<file path="src/rtl/ts_sec_extend.sv">
module ts_sec_extend #(
  parameter int SEC_W   = 48,
  parameter int STAMP_W = 32,
  parameter int SLO_W   = 2
) (
  input  logic               clk,
  input  logic               rst_n,
  input  logic               in_valid,
  input  logic [STAMP_W-1:0] in_stamp,
  input  logic [SEC_W-1:0]   ref_sec,
  output logic               out_valid,
  output logic [SEC_W-1:0]   out_sec,
  output logic [STAMP_W-SLO_W-1:0] out_nsec,
  output logic               out_underflow
);
  localparam int NS_W = STAMP_W - SLO_W;

  logic [SLO_W-1:0] lo_in;
  logic [SLO_W-1:0] delta;
  logic             back;
  logic             at_zero;
  logic [SEC_W-1:0] fwd;
  logic [SEC_W-1:0] bwd;

  assign lo_in   = in_stamp[STAMP_W-1 -: SLO_W];
  assign delta   = lo_in - ref_sec[SLO_W-1:0];
  assign back    = &delta;
  assign at_zero = (ref_sec == '0);
  assign fwd     = ref_sec + SEC_W'(delta);
  assign bwd     = ref_sec - SEC_W'(1);

  always_ff @(posedge clk) begin
    if (!rst_n) begin
      out_valid     <= 1'b0;
      out_sec       <= '0;
      out_nsec      <= '0;
      out_underflow <= 1'b0;
    end else begin
      out_valid <= in_valid;
      if (in_valid) begin
        out_nsec      <= in_stamp[NS_W-1:0];
        out_underflow <= back && at_zero;
        if (!back)        out_sec <= fwd;
        else if (at_zero) out_sec <= '0;
        else              out_sec <= bwd;
      end
    end
  end
endmodule

</file>
<file path="config.mk">
export PLATFORM = sky130hd
export DESIGN_NAME = ts_sec_extend
export DESIGN_NICKNAME = d
export VERILOG_FILES = /design/src/rtl/ts_sec_extend.sv
export SDC_FILE = /design/constraint.sdc
export NUM_CORES = 1
export LEC_CHECK = 0
export ABC_AREA = 1
export BUFFER_PORTS_ARGS = -buffer_cell sky130_fd_sc_hd__buf_4
export CAP_MARGIN = 10
export CORE_MARGIN = 2
export CORE_UTILIZATION = 25
export CTS_CLUSTER_DIAMETER = 50
export DETAILED_ROUTE_END_ITERATION = 7
export PLACE_DENSITY = 0.55
export SYNTH_ARGS = -nofsm -noshare
export SYNTH_HDL_FRONTEND = slang
export SYNTH_SLANG_ARGS = --single-unit
</file>
<file path="constraint.sdc">
create_clock -name clk -period 2.2 [get_ports clk]
set_input_delay 0.44 -clock clk [delete_from_list [all_inputs] [get_ports clk]]
set_output_delay 0.44 -clock clk [all_outputs]
set_load 0.01 [all_outputs]
</file>
==> summary by stage <==
Run status
The flow ran to the end, and the final reports show no timing, DRC or antenna violations.

Drt
After detailed routing, the number of remaining DRC violations is 0. The overall via count from detail_route is 8091. The number of DRC markers after the initial detailed-route iteration is 698.

In the final routed layout, each cell accounts on average for 17.2 um. The number of routed nets with antenna violations is 0. For this block, the routed nets add up to 29.6 mm of wire. The post-detailed-route via-to-cell ratio is 4.71. The length of the first detailed-routing pass in iterations is 5.

Floorplanning
The core footprint is 25100 sq um. The horizontal extent of the die is 164 um. The vertical die dimension is 164 um. The effective utilization at floorplan is 25.5%.

Row generation in the floorplan step produced 58 rows. 163 I/O pins were placed. The die covers 26900 sq um.

Clock tree
After clock tree synthesis, the flow added hold-fix buffers numbering 0. The number of sinks driven by the clock tree is 80. The cell sitting at the root of the clock tree is a sky130_fd_sc_hd__clkbuf_16.

The number of clock buffers added by TritonCTS is 9. The clock insertion delay at the later pin of the skew report is 360 ps. The clock tree synthesis step divided the H-tree into 3 levels. The clock input transition at the sequential cells of the worst setup and hold paths is 70 ps. TritonCTS built the clock tree. Counting along the longest clock path gives a buffer depth of 2.

Power and ir drop
The reported leakage power is 4.28 nW. The worst vdd rail ir drop is 0.305 mV. The overall power after layout is 4.65 mW. The total power density per cell area is 512 nW/um^2.

Placed design
The routability congestion estimate is 0.969. Detailed placement ended at an HPWL of 24.4 mm. The count of buffers from port buffering is 162. The total placed cells including tap cells is 1700. The pre-CTS setup slack is -373 ps.

The cell area after placement is 8660 sq um.

Logic synthesis
The post-synthesis cell count is 1149. The sequential element share of the synthesized area is 25.1%. In the synthesized netlist the dominant register cell turns out to be sky130_fd_sc_hd__dfxtp_1.

Yosys printed 0 warnings. Yosys mapped the design onto 31 distinct sky130hd cell types. The synthesized area per cell is 5.56 sq um. In this run the cell area of the synthesized design comes to 6390 sq um.

The flip-flop and latch count after synthesis is 80. In this run, synthesis inferred 0 flip-flops with an integrated enable. The number of nets handed over by synthesis was 1238. Of all flip-flops after synthesis, the portion carrying an async set or reset was 0%.

Final layout
The layout overhead on the synthesized area is 42.0%. For this run, the post-layout net count is 1471. The final standard cell area without fillers is 9070 sq um.

The post-layout instance count excluding filler cells is 1717. The share of cells above drive strength 1 is 24.0%. The antenna diode count is 0.

Global routing
Across every metal layer, demand over resource in global routing totals 21.8%. The total congestion overflow is 0. Entering global routing, the biggest net connects 56 pins. The number of global-route vias before repair is 7626. The wire length of the first global-routing pass is 44.4 mm. The number of antenna violations at the first check in global routing is 0.

Timing
The final critical-path share of the clock period is 93.3%. Setup violations remaining at the end of the flow were counted as 0. Setup repair after global routing left no endpoint under its margin. The worst path in the final design needs a cycle of 2050 ps, including I/O delays and setup.

The final number of max-transition violations is 0. The worst-case clock skew is 0 ps. The slew at the pin with the worst max-slew slack is 401 ps.

Headroom to the max-slew limit came out at 73.1%. The highest attainable clock frequency is 487 MHz. The setup slack of the critical path after layout is 148 ps. The count of endpoints failing hold in the final timing report is 0.

Hold path
The worst hold path startpoint is in_stamp[2]. The class of the worst hold path is in -> reg. Counting instances, the worst hold path has a depth of 3.

Worst setup path
The largest fanout on the critical path is 3. The startpoint identified for the worst register-to-register timing path is out_sec[45]. The setup path with the least slack is of type in -> reg. The worst setup path is captured at a flop. Measured in cells, the most critical reg-to-reg path has a length of 4.

The critical path arrival is 2310 ps. In this run the worst setup path begins at in_stamp[30]. The critical path startpoint category is a primary input. The data required time at the worst endpoint is 2450 ps.

Flow run
The number of max-cap violations is 0.
==> stage by stage <==
stage	setup TNS [ps]	utilization [%]	hold slack [ps]
2_1_floorplan	0	-	490
3_3_place_gp	-10620	34.5	468
3_5_place_dp	-9980	34.5	472
4_1_cts	0	35.8	296
5_1_grt	0	36.1	303
6_report	0	36.1	303
==> critical path, cell delays in order <==
cell and delay [ps]:
sky130_fd_sc_hd__buf_4 110, sky130_fd_sc_hd__inv_1 60, sky130_fd_sc_hd__ha_1 160, sky130_fd_sc_hd__inv_1 40
sky130_fd_sc_hd__nand2_1 70, sky130_fd_sc_hd__nand2_1 70, sky130_fd_sc_hd__inv_2 80, sky130_fd_sc_hd__fa_2 220
sky130_fd_sc_hd__nand3_2 110, sky130_fd_sc_hd__inv_1 90, sky130_fd_sc_hd__nand3_1 150, sky130_fd_sc_hd__nor2_2 180
sky130_fd_sc_hd__buf_4 140, sky130_fd_sc_hd__nand4_1 90, sky130_fd_sc_hd__nand3_1 100, sky130_fd_sc_hd__nand2_1 50
sky130_fd_sc_hd__nor2_1 90, sky130_fd_sc_hd__nor2_1 40
==> report_power, final <==
| part | total, mW | internal (mW) | switching [mW] | leakage, nW |
|---|---|---|---|---|
| combinational | 1.28 | 0.549 | 0.727 | 3.46 |
| clock | 1.74 | 1.02 | 0.724 | 0.160 |
| sequential | 1.63 | 1.56 | 0.0636 | 0.665 |
==> final timing paths <==
kind,end,slack [ps]
setup / recovery,out_sec[36],150
hold / removal,out_nsec[2],300
setup reg to reg,out_sec[45],1440
hold reg to reg,out_underflow,480
==> state kept, by name (all words and copies together) (netlist names) <==
name	cells
out_sec	48
out_valid	1
out_nsec	30
out_underflow	1
==> synthesized netlist by cell type, types with 2 or more instances <==
cell                       instances  area [sq um]
sky130_fd_sc_hd__nand3_1          92           460
sky130_fd_sc_hd__clkbuf_1         20          75.1
sky130_fd_sc_hd__nor2_1          284          1070
sky130_fd_sc_hd__buf_2            11          55.1
sky130_fd_sc_hd__xor2_1           36           315
sky130_fd_sc_hd__inv_1            98           368
sky130_fd_sc_hd__nand2_2           4          25.0
sky130_fd_sc_hd__dfxtp_1          80          1600
sky130_fd_sc_hd__nand2_1         325          1220
sky130_fd_sc_hd__clkbuf_2          5          25.0
sky130_fd_sc_hd__buf_1             3          11.3
sky130_fd_sc_hd__buf_6             4          45.0
sky130_fd_sc_hd__a21oi_1          31           155
sky130_fd_sc_hd__nor3_1            6          30.0
sky130_fd_sc_hd__nor2_2           13          81.3
sky130_fd_sc_hd__buf_4             3          22.5
sky130_fd_sc_hd__nand4_1          24           150
sky130_fd_sc_hd__nor2_4            5          56.3
sky130_fd_sc_hd__ha_1              5          62.6
sky130_fd_sc_hd__a31oi_1           8          50.1
sky130_fd_sc_hd__xnor2_1           5          43.8
sky130_fd_sc_hd__and2_1            2          12.5
sky130_fd_sc_hd__o21ai_0          77           385
==> cell type report <==
cell class | count | area [sq um]
fillers | 2894 | 16000
multi-input cells | 923 | 4270
repair buffers | 268 | 2090
flip-flops and latches | 80 | 1600
well taps | 330 | 413
inverters | 100 | 375
clock buffers | 9 | 225
clock inverters | 7 | 108
==> layout by cell type, fill, tap and decap left out, types with 2 or more instances in the layout <==
master                      synthesis  layout
sky130_fd_sc_hd__and2_1             2       2
sky130_fd_sc_hd__xor2_1            36      36
sky130_fd_sc_hd__nand4_1           24      24
sky130_fd_sc_hd__nand3_2            0       5
sky130_fd_sc_hd__inv_6              0       2
sky130_fd_sc_hd__clkbuf_16          0       9
sky130_fd_sc_hd__o21ai_0           77      76
sky130_fd_sc_hd__buf_12             0       6
sky130_fd_sc_hd__a21oi_1           31      29
sky130_fd_sc_hd__xnor2_1            5       5
sky130_fd_sc_hd__nand2_2            4       7
sky130_fd_sc_hd__nand3_1           92      87
sky130_fd_sc_hd__ha_1               5       5
sky130_fd_sc_hd__buf_4              3     262
sky130_fd_sc_hd__nand2_1          325     321
sky130_fd_sc_hd__inv_2              1       5
sky130_fd_sc_hd__dfxtp_1           80      80
sky130_fd_sc_hd__nor3_1             6       6
sky130_fd_sc_hd__nor2_1           284     278
sky130_fd_sc_hd__nor2_4             5       8
sky130_fd_sc_hd__inv_8              0       2
sky130_fd_sc_hd__inv_1             98      94
sky130_fd_sc_hd__nor2_2            13      16
sky130_fd_sc_hd__bufinv_16          0       2
sky130_fd_sc_hd__a21oi_2            0       2
sky130_fd_sc_hd__a31oi_1            8       8
==> kinds of logic (layout without fill, tap and decap cells) <==
group,count (synthesis),after routing,share of synthesized area [%]
flip-flops,80,80,25.1
XOR/XNOR,41,41,5.62
buffers and inverters,146,384,9.53
AO/OA/AOI/OAI,117,117,9.49
AND/OR/NAND/NOR,759,759,49.0
adder cells (fa/ha/maj),6,6,1.29
==> layer usage <==
| layer | routed length [um] | vias up | GRT usage (%) |
|---|---|---|---|
| li1 | - | 4090 | - |
| met1 | 13500 | 3672 | 30.7 |
| met2 | 13300 | 293 | 34.9 |
| met3 | 2020 | 36 | 2.47 |
| met4 | 765 | 0 | 6.62 |
| met5 | 0 | - | 0 |
==> what timing repair did <==
item	4_1_cts	5_1_grt
setup endpoints to repair	0	34
buffers inserted	0	1
resized for setup	0	26
Power figures use the tool's default switching activity.
